==> config.mk <==
export PLATFORM = sky130hd
export DESIGN_NAME = sleep_clk_ctrl
export DESIGN_NICKNAME = d
export VERILOG_FILES = /design/src/rtl/slpclk_pkg.sv /design/src/rtl/slpclk_rst_sync.sv /design/src/rtl/slpclk_mode_map.sv /design/src/rtl/slpclk_down_cnt.sv /design/src/rtl/sleep_clk_ctrl.sv
export SDC_FILE = /design/constraint.sdc
export NUM_CORES = 1
export LEC_CHECK = 0
export ABC_CLOCK_PERIOD_IN_PS = 3400
export BUFFER_PORTS_ARGS = -buffer_cell sky130_fd_sc_hd__buf_2
export CORE_MARGIN = 4
export CORE_UTILIZATION = 47
export DETAILED_ROUTE_END_ITERATION = 8
export GPL_ROUTABILITY_DRIVEN = 0
export PLACE_DENSITY = 0.74
export SLEW_MARGIN = 20
export SYNTH_ARGS = -nofsm -noshare
export SYNTH_HDL_FRONTEND = slang
export SYNTH_SLANG_ARGS = --single-unit
==> constraint.sdc <==
create_clock -name clk_i -period 3.4 [get_ports clk_i]
set_input_delay 0.34 -clock clk_i [delete_from_list [all_inputs] [get_ports clk_i]]
set_output_delay 0.34 -clock clk_i [all_outputs]
set_load 0.05 [all_outputs]
==> src/rtl/slpclk_pkg.sv <==
package slpclk_pkg;

  typedef enum logic [1:0] {
    ST_ACTIVE  = 2'd0,
    ST_SLEEP   = 2'd1,
    ST_STARTUP = 2'd2,
    ST_STALL   = 2'd3
  } pm_state_e;

  typedef enum logic [1:0] {
    MD_IDLE  = 2'd0,
    MD_EXTPS = 2'd1,
    MD_PS    = 2'd2,
    MD_PD    = 2'd3
  } pm_mode_e;

  localparam int NUM_DOM  = 8;
  localparam int DOM_CPU  = 0;
  localparam int DOM_MEM  = 1;
  localparam int DOM_IO   = 2;
  localparam int DOM_TMR  = 3;
  localparam int DOM_EXT  = 4;
  localparam int DOM_SRC  = 5;
  localparam int DOM_WDT  = 6;
  localparam int DOM_DIV  = 7;

  localparam int NUM_WAKE = 6;
  localparam int WK_EXT   = 0;
  localparam int WK_PCH   = 1;
  localparam int WK_RX    = 2;
  localparam int WK_SPI   = 3;
  localparam int WK_SSM   = 4;
  localparam int WK_EE    = 5;

  // Reserved selects fall back to Idle.
  function automatic pm_mode_e decode_mode(input logic [2:0] sel);
    pm_mode_e m;
    case (sel)
      3'b001:  m = MD_EXTPS;
      3'b011:  m = MD_PS;
      3'b010:  m = MD_PD;
      default: m = MD_IDLE;
    endcase
    return m;
  endfunction

endpackage

==> src/rtl/slpclk_rst_sync.sv <==
module slpclk_rst_sync #(
  parameter int STAGES = 2
) (
  input  logic clk_i,
  input  logic rst_ni,
  output logic rst_no
);
  logic [STAGES-1:0] sync_q;

  generate
    if (STAGES == 1) begin : g_one
      always_ff @(posedge clk_i or negedge rst_ni) begin
        if (!rst_ni) sync_q <= '0;
        else         sync_q <= 1'b1;
      end
    end else begin : g_chain
      always_ff @(posedge clk_i or negedge rst_ni) begin
        if (!rst_ni) sync_q <= '0;
        else         sync_q <= {sync_q[STAGES-2:0], 1'b1};
      end
    end
  endgenerate

  assign rst_no = sync_q[STAGES-1];
endmodule

==> src/rtl/slpclk_mode_map.sv <==
module slpclk_mode_map
  import slpclk_pkg::*;
(
  input  pm_mode_e             mode_i,
  input  logic                 src_sel_i,
  input  logic                 src_dis_i,
  output logic [NUM_DOM-1:0]   clk_mask_o,
  output logic [NUM_WAKE-1:0]  wake_mask_o
);
  logic [NUM_DOM-1:0] keep;
  logic               src_off;

  assign src_off = src_dis_i && !src_sel_i;

  always_comb begin
    keep        = '0;
    wake_mask_o = '0;
    wake_mask_o[WK_EXT] = 1'b1;
    wake_mask_o[WK_PCH] = 1'b1;
    case (mode_i)
      MD_IDLE: begin
        keep[DOM_IO]  = 1'b1;
        keep[DOM_TMR] = 1'b1;
        keep[DOM_EXT] = 1'b1;
        keep[DOM_SRC] = 1'b1;
        keep[DOM_WDT] = 1'b1;
        keep[DOM_DIV] = 1'b1;
        wake_mask_o[WK_RX]  = 1'b1;
        wake_mask_o[WK_SPI] = 1'b1;
        wake_mask_o[WK_SSM] = 1'b1;
        wake_mask_o[WK_EE]  = 1'b1;
      end
      MD_EXTPS: begin
        keep[DOM_TMR] = 1'b1;
        keep[DOM_EXT] = 1'b1;
        keep[DOM_SRC] = 1'b1;
        keep[DOM_WDT] = 1'b1;
        keep[DOM_DIV] = 1'b1;
        wake_mask_o[WK_EE] = 1'b1;
      end
      MD_PS: begin
        keep[DOM_SRC] = 1'b1;
        keep[DOM_WDT] = 1'b1;
        keep[DOM_DIV] = 1'b1;
      end
      default: begin
        keep[DOM_SRC] = !src_off;
        keep[DOM_WDT] = !src_off;
      end
    endcase
  end

  generate
    for (genvar d = 0; d < NUM_DOM; d++) begin : g_dom
      assign clk_mask_o[d] = keep[d];
    end
  endgenerate
endmodule

==> src/rtl/slpclk_down_cnt.sv <==
module slpclk_down_cnt #(
  parameter int W = 8
) (
  input  logic         clk_i,
  input  logic         rst_ni,
  input  logic         load_i,
  input  logic [W-1:0] val_i,
  input  logic         dec_i,
  output logic         zero_o
);
  logic [W-1:0] cnt_q, cnt_d;
  logic         cnt_en;

  assign cnt_en = load_i || dec_i;

  always_comb begin
    cnt_d = cnt_q;
    if (load_i)     cnt_d = val_i;
    else if (dec_i) cnt_d = cnt_q - W'(1);
  end

  always_ff @(posedge clk_i or negedge rst_ni) begin
    if (!rst_ni)     cnt_q <= '0;
    else if (cnt_en) cnt_q <= cnt_d;
  end

  assign zero_o = (cnt_q == '0);


  no_underflow_chk: assert property (@(posedge clk_i) disable iff (!rst_ni)
    (dec_i && !load_i) |-> !zero_o);
endmodule

==> src/rtl/sleep_clk_ctrl.sv <==
module sleep_clk_ctrl
  import slpclk_pkg::*;
#(
  parameter int START_W   = 8,
  parameter int STALL_CYC = 4,
  parameter int SYNC_STG  = 2
) (
  input  logic                clk_i,
  input  logic                rst_ni,
  input  logic                sleep_en_i,
  input  logic [2:0]          sleep_mode_i,
  input  logic                sleep_exec_i,
  input  logic [NUM_WAKE-1:0] wake_req_i,
  input  logic                sleep_rst_i,
  input  logic                src_sel_i,
  input  logic                src_dis_i,
  input  logic [START_W-1:0]  startup_cyc_i,
  output logic [NUM_DOM-1:0]  clk_en_o,
  output logic [1:0]          state_o,
  output logic                wake_done_o,
  output logic                wake_cause_o
);
  localparam int STALL_W = $clog2(STALL_CYC) + 1;
  localparam int CNT_W   = (START_W > STALL_W) ? START_W : STALL_W;

  logic rst_n;
  slpclk_rst_sync #(.STAGES(SYNC_STG)) u_rst (
    .clk_i (clk_i), .rst_ni(rst_ni), .rst_no(rst_n));

  pm_state_e state_q, state_d;
  pm_mode_e  mode_q, mode_d;
  logic      cause_q, cause_d, done_q, done_d;
  logic      mode_ld, cause_ld;
  logic      cnt_load, cnt_dec, cnt_zero;
  logic [CNT_W-1:0] cnt_val;
  logic [NUM_DOM-1:0]  clk_mask;
  logic [NUM_WAKE-1:0] wake_mask;
  logic      wake_any;

  slpclk_mode_map u_map (
    .mode_i(mode_q), .src_sel_i(src_sel_i), .src_dis_i(src_dis_i),
    .clk_mask_o(clk_mask), .wake_mask_o(wake_mask));

  slpclk_down_cnt #(.W(CNT_W)) u_cnt (
    .clk_i(clk_i), .rst_ni(rst_n), .load_i(cnt_load), .val_i(cnt_val),
    .dec_i(cnt_dec), .zero_o(cnt_zero));

  assign wake_any = sleep_rst_i || (|(wake_req_i & wake_mask));

  always_comb begin
    state_d  = state_q;
    mode_d   = mode_q;
    cause_d  = cause_q;
    done_d   = 1'b0;
    mode_ld  = 1'b0;
    cause_ld = 1'b0;
    cnt_load = 1'b0;
    cnt_dec  = 1'b0;
    cnt_val  = '0;
    case (state_q)
      ST_ACTIVE: begin
        if (sleep_exec_i && sleep_en_i) begin
          state_d = ST_SLEEP;
          mode_d  = decode_mode(sleep_mode_i);
          mode_ld = 1'b1;
        end
      end
      ST_SLEEP: begin
        if (wake_any) begin
          cause_d  = sleep_rst_i;
          cause_ld = 1'b1;
          cnt_load = 1'b1;
          if (startup_cyc_i == '0) begin
            state_d = ST_STALL;
            cnt_val = CNT_W'(STALL_CYC - 1);
          end else begin
            state_d = ST_STARTUP;
            cnt_val = CNT_W'(startup_cyc_i - START_W'(1));
          end
        end
      end
      ST_STARTUP: begin
        if (cnt_zero) begin
          state_d  = ST_STALL;
          cnt_load = 1'b1;
          cnt_val  = CNT_W'(STALL_CYC - 1);
        end else begin
          cnt_dec = 1'b1;
        end
      end
      default: begin
        if (cnt_zero) begin
          state_d = ST_ACTIVE;
          done_d  = 1'b1;
        end else begin
          cnt_dec = 1'b1;
        end
      end
    endcase
  end

  always_ff @(posedge clk_i or negedge rst_n) begin
    if (!rst_n) begin
      state_q <= ST_ACTIVE;
      mode_q  <= MD_IDLE;
      cause_q <= 1'b0;
      done_q  <= 1'b0;
    end else begin
      state_q <= state_d;
      done_q  <= done_d;
      if (mode_ld)  mode_q  <= mode_d;
      if (cause_ld) cause_q <= cause_d;
    end
  end

  always_comb begin
    case (state_q)
      ST_ACTIVE: clk_en_o = '1;
      ST_SLEEP:  clk_en_o = clk_mask;
      default: begin
        clk_en_o          = '1;
        clk_en_o[DOM_CPU] = 1'b0;
      end
    endcase
  end

  assign state_o      = state_q;
  assign wake_done_o  = done_q;
  assign wake_cause_o = cause_q;

  // Stall-length checker counter
  logic [STALL_W:0] stall_run_q;
  always_ff @(posedge clk_i or negedge rst_n) begin
    if (!rst_n)                  stall_run_q <= '0;
    else if (state_q == ST_STALL) stall_run_q <= stall_run_q + 1'b1;
    else                         stall_run_q <= '0;
  end


  no_sleep_when_disabled_chk: assert property (@(posedge clk_i) disable iff (!rst_n)
    (state_q == ST_ACTIVE && sleep_exec_i && !sleep_en_i) |=> state_q == ST_ACTIVE);

  stall_length_chk: assert property (@(posedge clk_i) disable iff (!rst_n)
    wake_done_o |-> (stall_run_q == (STALL_W+1)'(STALL_CYC) && state_q == ST_ACTIVE));

  cpu_held_chk: assert property (@(posedge clk_i) disable iff (!rst_n)
    (state_q != ST_ACTIVE) |-> !clk_en_o[DOM_CPU]);

  reset_wins_chk: assert property (@(posedge clk_i) disable iff (!rst_n)
    (state_q == ST_SLEEP && sleep_rst_i) |=> (wake_cause_o && state_q != ST_SLEEP));

  mode_frozen_chk: assert property (@(posedge clk_i) disable iff (!rst_n)
    (state_q == ST_SLEEP && $past(state_q) == ST_SLEEP) |-> $stable(mode_q));
endmodule

After elaboration in Yosys (flattened, before gate mapping)
Index checks and enable logic that the tools add are counted.
Operators by class
  reduce and logical (&&, ||, !) cells: 21
  bitwise logic cells: 1
  eq/ne operators: 10
  add/subtract/negate cells: 2
  mux-type cells: 29
Operators with widths (count)
  8-bit 2-to-1 mux: 4
  8-bit case mux with 2 select lines: 2
  8-bit logical NOT: 2
  8-bit by 1-bit subtractor with 8-bit output, second input constant: 2
  2-bit 2-to-1 mux: 7
  1-bit 2-to-1 mux: 12
  2-bit case mux with 3 select lines: 2
  6-bit bitwise AND: 1
  3-bit by 2-bit equality test with 1-bit output, second input constant: 2
  2-bit inequality test, second input constant: 3
  3-bit AND reduction: 2
  3-bit OR reduction: 2
  6-bit OR reduction: 1
  2-bit by 1-bit equality test with 1-bit output, second input constant: 2
  2-bit equality test, second input constant: 2
  2-bit logical NOT: 2
  4-bit AND reduction: 1
  2-bit OR reduction: 2
  3-bit by 1-bit equality test with 1-bit output, second input constant: 1
  3-bit 2-to-1 mux: 1
  3-bit nonzero test: 1
  1-bit logical AND: 2
  1-bit logical NOT: 2
  1-bit logical OR: 2
  other kinds (3): 3
Word-level totals
  word-level logic and storage cells: 69
  input bits: 24
  bits in registers: 16
  output and inout port bits: 12

Logic depth before layout (Yosys ltp)
  depth after elaboration: 10
  gate-level depth with buffers: 8
  gate-level depth less buffers: 7

Cells and area by module
From an unflattened synthesis, not the netlist that was laid out.
Unflattened totals
  cells, all modules: 155
  area, all modules: 1312.5 µm²
Modules (own cells, without submodules)
  sleep_clk_ctrl: area an instance 669.4 µm², seq. area each 150.1 µm², cells an instance 85, instances 1
  slpclk_down_cnt: area an instance 486.7 µm², seq. area each 200.2 µm², cells an instance 51, instances 1
  slpclk_mode_map: area an instance 102.6 µm², seq. area each 0.0 µm², cells an instance 16, instances 1
  slpclk_rst_sync: area an instance 53.8 µm², seq. area each 50.0 µm², cells an instance 3, instances 1

Worst setup path after synthesis
Ideal clock, no wire load.
  path type: register to output
  start point: register state_q[0], in the netlist state_o[0]
  end point: output port clk_en_o[6]
  path buffers: 1
  cell stages (with the launch flop): 7
  data required time: 3060 ps
  slack: 56 ps
  arrival time: 3004 ps
  path through: dfrtp_1 -> inv_1 -> ha_1 -> nor2_1 -> nand3_1 -> or3b_1 -> buf_4
Between the ends
  word-level cells in the longest chain between the ends: 2
  elaborated cells between the ends (all ways): 3
  classes of those cells: eq/ne (1); mux (1); reduce/logical (1)
RTL lines
  start, declared: line sleep_clk_ctrl.sv:30  | pm_state_e state_q, state_d;
  start signal, assigned: line sleep_clk_ctrl.sv:109  | state_q <= state_d;
  2-bit by 1-bit equality test with 1-bit output / 2-bit logical NOT (equally long branches): line sleep_clk_ctrl.sv:117  | case (state_q)
  8-bit case mux with 2 select lines (*): line sleep_clk_ctrl.sv:117
  end, declared: line sleep_clk_ctrl.sv:18  | output logic [NUM_DOM-1:0] clk_en_o,
Every way passes the cells marked *; elsewhere a longest branch is shown, timed or not.

Final worst setup path
  start point: register state_q[1], in the netlist state_o[1]
  end point: output port clk_en_o[5]
Same word-level chain as after synthesis.

==> impl_metrics.prom <==
# TYPE chip_impl_metric gauge
chip_impl_info{name="critical_path.reg2reg.endpoint",value="u_cnt.cnt_q[3]"} 1
chip_impl_metric{name="die_height",unit="um"} 58.3
chip_impl_metric{name="maxSlewHeadroom",unit=""} 0.584
chip_impl_metric{name="timing.max_cap.violations",unit=""} 0
chip_impl_metric{name="grt_pass1_wl",unit="um"} 5000
chip_impl_info{name="synthTopCellsByArea",value="sky130_fd_sc_hd__dfrtp_1 34%, sky130_fd_sc_hd__ha_1 9.5%, sky130_fd_sc_hd__xnor2_1 5.2%"} 1
chip_impl_metric{name="final_wirelength",unit="um"} 2920
chip_impl_info{name="post_synth_top_cells",value="16 x sky130_fd_sc_hd__dfrtp_1, 12 x sky130_fd_sc_hd__nand2_1, 10 x sky130_fd_sc_hd__nor2_1"} 1
chip_impl_metric{name="final.setup_skew",unit="ns"} 0.00572
chip_impl_metric{name="synth_seq_area_share",unit=""} 0.337
chip_impl_metric{name="port_buffers",unit=""} 35
chip_impl_metric{name="vias",unit=""} 1111
chip_impl_info{name="critical_path.reg2reg.startpoint",value="state_o[0]"} 1
chip_impl_info{name="setup_cp_type",value="reg2out"} 1
chip_impl_metric{name="ys.warnings.count",unit=""} 0
chip_impl_metric{name="clock_insertion_delay_worst_skew",unit="ns"} 0.30
chip_impl_metric{name="seq_area",unit="um^2"} 400
chip_impl_metric{name="power_switching_share",unit=""} 0.511
chip_impl_info{name="critPathSlowestCell",value="sky130_fd_sc_hd__dfrtp_1"} 1
chip_impl_metric{name="first_pass_iters",unit=""} 4
chip_impl_metric{name="netlist-cell-type-count",unit=""} 38
chip_impl_info{name="synth_most_common_cell",value="sky130_fd_sc_hd__dfrtp_1"} 1
chip_impl_metric{name="first_global_vias",unit=""} 1102
chip_impl_metric{name="worst_ep_arrival_time",unit="ns"} 2.22
chip_impl_info{name="synth.largest_area_cell",value="sky130_fd_sc_hd__dfrtp_1"} 1
chip_impl_metric{name="cts-buffers-inserted",unit=""} 3
chip_impl_metric{name="setup_viol",unit=""} 0
chip_impl_info{name="outcome",value="complete, no violations"} 1
chip_impl_metric{name="wire_per_inst",unit="um"} 15.3
chip_impl_metric{name="leakage",unit="uW"} 0.000649
chip_impl_metric{name="cts_sinks",unit=""} 16
chip_impl_metric{name="globalRouteTotalUtil",unit=""} 0.190
chip_impl_metric{name="critical-path-max-stage-delay",unit="ns"} 0.45
chip_impl_metric{name="cts.repair_timing.setup_buffer_count",unit=""} 0
chip_impl_metric{name="cellPowerDensity",unit="nW/um^2"} 920
chip_impl_metric{name="grt_overflow_total",unit=""} 0
chip_impl_metric{name="clkPwrFrac",unit=""} 0.104
chip_impl_metric{name="yosysTopAreaCellShare",unit=""} 0.337
chip_impl_metric{name="synth_enable_flop_cells",unit=""} 0
chip_impl_info{name="rsz0062_at_grt",value="false"} 1
chip_impl_metric{name="final_layout_size_suffix_gt1_frac",unit=""} 0.307
chip_impl_metric{name="post-route-min-period",unit="ns"} 2.56
chip_impl_metric{name="cts.hold.buffers_added",unit=""} 1
chip_impl_metric{name="drcViolationCount",unit=""} 0
chip_impl_metric{name="multi_input_gate_area",unit="um^2"} 704
chip_impl_metric{name="ant_nets",unit=""} 0
chip_impl_metric{name="max_freq",unit="GHz"} 0.391
chip_impl_metric{name="p_seq_frac",unit=""} 0.272
chip_impl_info{name="worstSetupEndpoint",value="clk_en_o[5]"} 1
chip_impl_metric{name="num_rows",unit=""} 17
chip_impl_info{name="crit_path_cell_chain",value="inv_1 -> ha_1 -> inv_2 -> nor2_1 -> nand3_1 -> or3b_1 -> buf_2"} 1
chip_impl_metric{name="crit_fanout",unit=""} 8
chip_impl_metric{name="dpl.hpwl",unit="um"} 2190
chip_impl_metric{name="boundaryPins",unit=""} 36
chip_impl_metric{name="placeableCoreArea",unit="um^2"} 2300
chip_impl_metric{name="largest_net_degree_at_the_start_of_global_routing",unit=""} 16
chip_impl_metric{name="mappedNetlistNets",unit=""} 160
chip_impl_metric{name="final_critical_path_setup_slack",unit="ns"} 0.842
chip_impl_metric{name="ys_seq_elements",unit=""} 16
chip_impl_info{name="clock_tree_root_buffer_cell",value="sky130_fd_sc_hd__clkbuf_4"} 1
chip_impl_metric{name="switchingPower",unit="uW"} 662
chip_impl_metric{name="filler_cell_count",unit=""} 209
chip_impl_metric{name="syn_to_final_growth",unit="%"} 18.4
chip_impl_metric{name="critical_path.n_buffers_inverters",unit=""} 3
chip_impl_info{name="start_kind",value="register"} 1
chip_impl_metric{name="asyncSetResetFlopFracSynth",unit=""} 1.00
chip_impl_metric{name="antennaDiodeCount",unit=""} 0
chip_impl_metric{name="clkTransAtPathRegs",unit="ns"} 0.11
chip_impl_metric{name="final-hold-violation-count",unit=""} 0
chip_impl_metric{name="critical_path_depth",unit=""} 7
chip_impl_metric{name="post_cts_resized",unit=""} 0
chip_impl_info{name="hold_crit_class",value="in2reg"} 1
chip_impl_metric{name="layout_worst_path_cycle_share",unit=""} 0.752
chip_impl_metric{name="nNetsFinal",unit=""} 197
chip_impl_metric{name="pre_cts_slack",unit="ns"} 1.19
chip_impl_metric{name="initial_utilization",unit=""} 0.517
chip_impl_info{name="setup.worst_path.start",value="state_o[1]"} 1
chip_impl_metric{name="maxSlewViolCount",unit=""} 0
chip_impl_metric{name="die-width",unit="um"} 58.3
chip_impl_metric{name="die_area",unit="um^2"} 3390
chip_impl_metric{name="htree_num_levels",unit=""} 1
chip_impl_metric{name="critPathRequiredTime",unit="ns"} 3.06
chip_impl_info{name="synth_flop_cell",value="sky130_fd_sc_hd__dfrtp_1"} 1
chip_impl_metric{name="r2r_setup_slack",unit="ns"} 1.39
chip_impl_info{name="worstSetupEndpointType",value="primary output"} 1
chip_impl_metric{name="avg_synthesized_cell_area",unit="um^2"} 9.35
chip_impl_metric{name="drt_iter0_drc",unit=""} 42
chip_impl_metric{name="syn_area",unit="um^2"} 1190
chip_impl_info{name="largest_delay_contributor_family_on_the_critical_path",value="simple AND/OR/NAND/NOR gates"} 1
chip_impl_metric{name="antenna_found_initial",unit=""} 0
chip_impl_metric{name="maximum_buffer_depth_of_the_clock_tree",unit=""} 2
chip_impl_metric{name="intPower",unit="uW"} 633
chip_impl_info{name="tritoncts",value="yes"} 1
chip_impl_metric{name="ir_worst_vdd",unit="uV"} 708
chip_impl_metric{name="comb_power_share",unit=""} 0.624
chip_impl_metric{name="viasPerCell",unit=""} 5.82
chip_impl_metric{name="tns",unit="ns"} 0
chip_impl_metric{name="worst-slew-pin-transition",unit="ns"} 0.624
chip_impl_metric{name="post_synth_inst_count",unit=""} 127
chip_impl_metric{name="worstRegToRegCells",unit=""} 5
chip_impl_metric{name="finish.utilization",unit=""} 0.612
[layout make-up]
cell class | instances | share of cell area
sequential | 16 | 0.285
timing repair buffer | 37 | 0.137
multi-input combinational | 96 | 0.501
clock buffer | 4 | 0.0258
tap | 28 | 0.0249
inverter | 10 | 0.0267
[stage by stage]
step / instances / hold WS (ns) / area (um^2) / total power [uW]
2_1_floorplan: 127 / 0.0444 / 1190 / 993
3_3_place_gp: 186 / 0.125 / 1360 / 1120
3_5_place_dp: 186 / 0.128 / 1360 / 1150
4_1_cts: 191 / 0.218 / 1410 / 1290
5_1_grt: 191 / 0.230 / 1410 / 1400
6_report: 191 / 0.221 / 1410 / 1290
[sequential cells by signal, indices dropped and copies added (netlist names)]
| name | flops |
|---|---|
| wake_done_o | 1 |
| mode_q | 2 |
| u_cnt.cnt_q | 8 |
| u_rst.sync_q | 2 |
| state_o | 2 |
| wake_cause_o | 1 |
[kinds of logic (layout without fill, tap and decap cells)]
kind of cell | Yosys count | in the layout | share of synthesized area
AND/OR/NAND/NOR | 50 | 50 | 0.233
AO/OA/AOI/OAI | 26 | 26 | 0.185
flip-flops | 16 | 16 | 0.337
buffers and inverters | 15 | 51 | 0.0695
adder cells (fa/ha/maj) | 9 | 9 | 0.0948
XOR/XNOR | 8 | 8 | 0.0590
multiplexers | 2 | 2 | 0.0179
other | 1 | 1 | 0.00316
[power by group through the flow]
stage,clock network [uW],logic (uW),registers [uW]
floorplan,0,592,401
global placement,0,771,350
detailed placement,0,798,356
CTS,137,806,351
global route,143,889,366
finish,135,808,352
[metal layers]
layer / routed length (um) / share of wire / global-route usage / vias up
li1: - / - / - / 533
met1: 1300 / 0.44 / 0.248 / 542
met5: 0 / 0 / 0 / -
met2: 1450 / 0.50 / 0.321 / 32
met3: 140 / 0.048 / 0.0334 / 4
met4: 29 / 0.0099 / 0.0497 / 0
[how the worst min path moves through the flow]
stage | to | from | cells after the start | slack [ns]
after floorplan | u_rst.sync_q[0] | rst_ni | 0 | 0.04
after global placement | u_rst.sync_q[0] | rst_ni | 1 | 0.12
after detailed placement | u_rst.sync_q[0] | rst_ni | 1 | 0.13
after CTS | mode_q[0] | sleep_mode_i[2] | 2 | 0.22
after global routing | mode_q[0] | sleep_mode_i[2] | 2 | 0.23
final | mode_q[0] | sleep_mode_i[2] | 2 | 0.22
[worst register-to-register path, stage by stage, from the launching register on]
cell                      delay, ns
sky130_fd_sc_hd__dfrtp_1       0.48
sky130_fd_sc_hd__inv_1         0.10
sky130_fd_sc_hd__ha_1          0.39
sky130_fd_sc_hd__and2_2        0.23
sky130_fd_sc_hd__a32o_4        0.35
sky130_fd_sc_hd__o311a_1       0.35
[placed cells by master, fill, tap and decap left out, types with 2 or more instances in the layout]
cell type	count
sky130_fd_sc_hd__a211oi_1	3
sky130_fd_sc_hd__a21oi_1	4
sky130_fd_sc_hd__buf_2	35
sky130_fd_sc_hd__clkbuf_4	3
sky130_fd_sc_hd__dfrtp_1	16
sky130_fd_sc_hd__ha_1	9
sky130_fd_sc_hd__inv_1	9
sky130_fd_sc_hd__nand2_1	12
sky130_fd_sc_hd__nand3_1	5
sky130_fd_sc_hd__nand4_1	3
sky130_fd_sc_hd__nor2_1	10
sky130_fd_sc_hd__nor3_1	6
sky130_fd_sc_hd__nor3b_1	2
sky130_fd_sc_hd__o221ai_2	2
sky130_fd_sc_hd__o22ai_1	6
sky130_fd_sc_hd__o311a_1	6
sky130_fd_sc_hd__o31ai_1	2
sky130_fd_sc_hd__or3b_1	2
sky130_fd_sc_hd__xnor2_1	7
(Power assumes the default switching activity.)
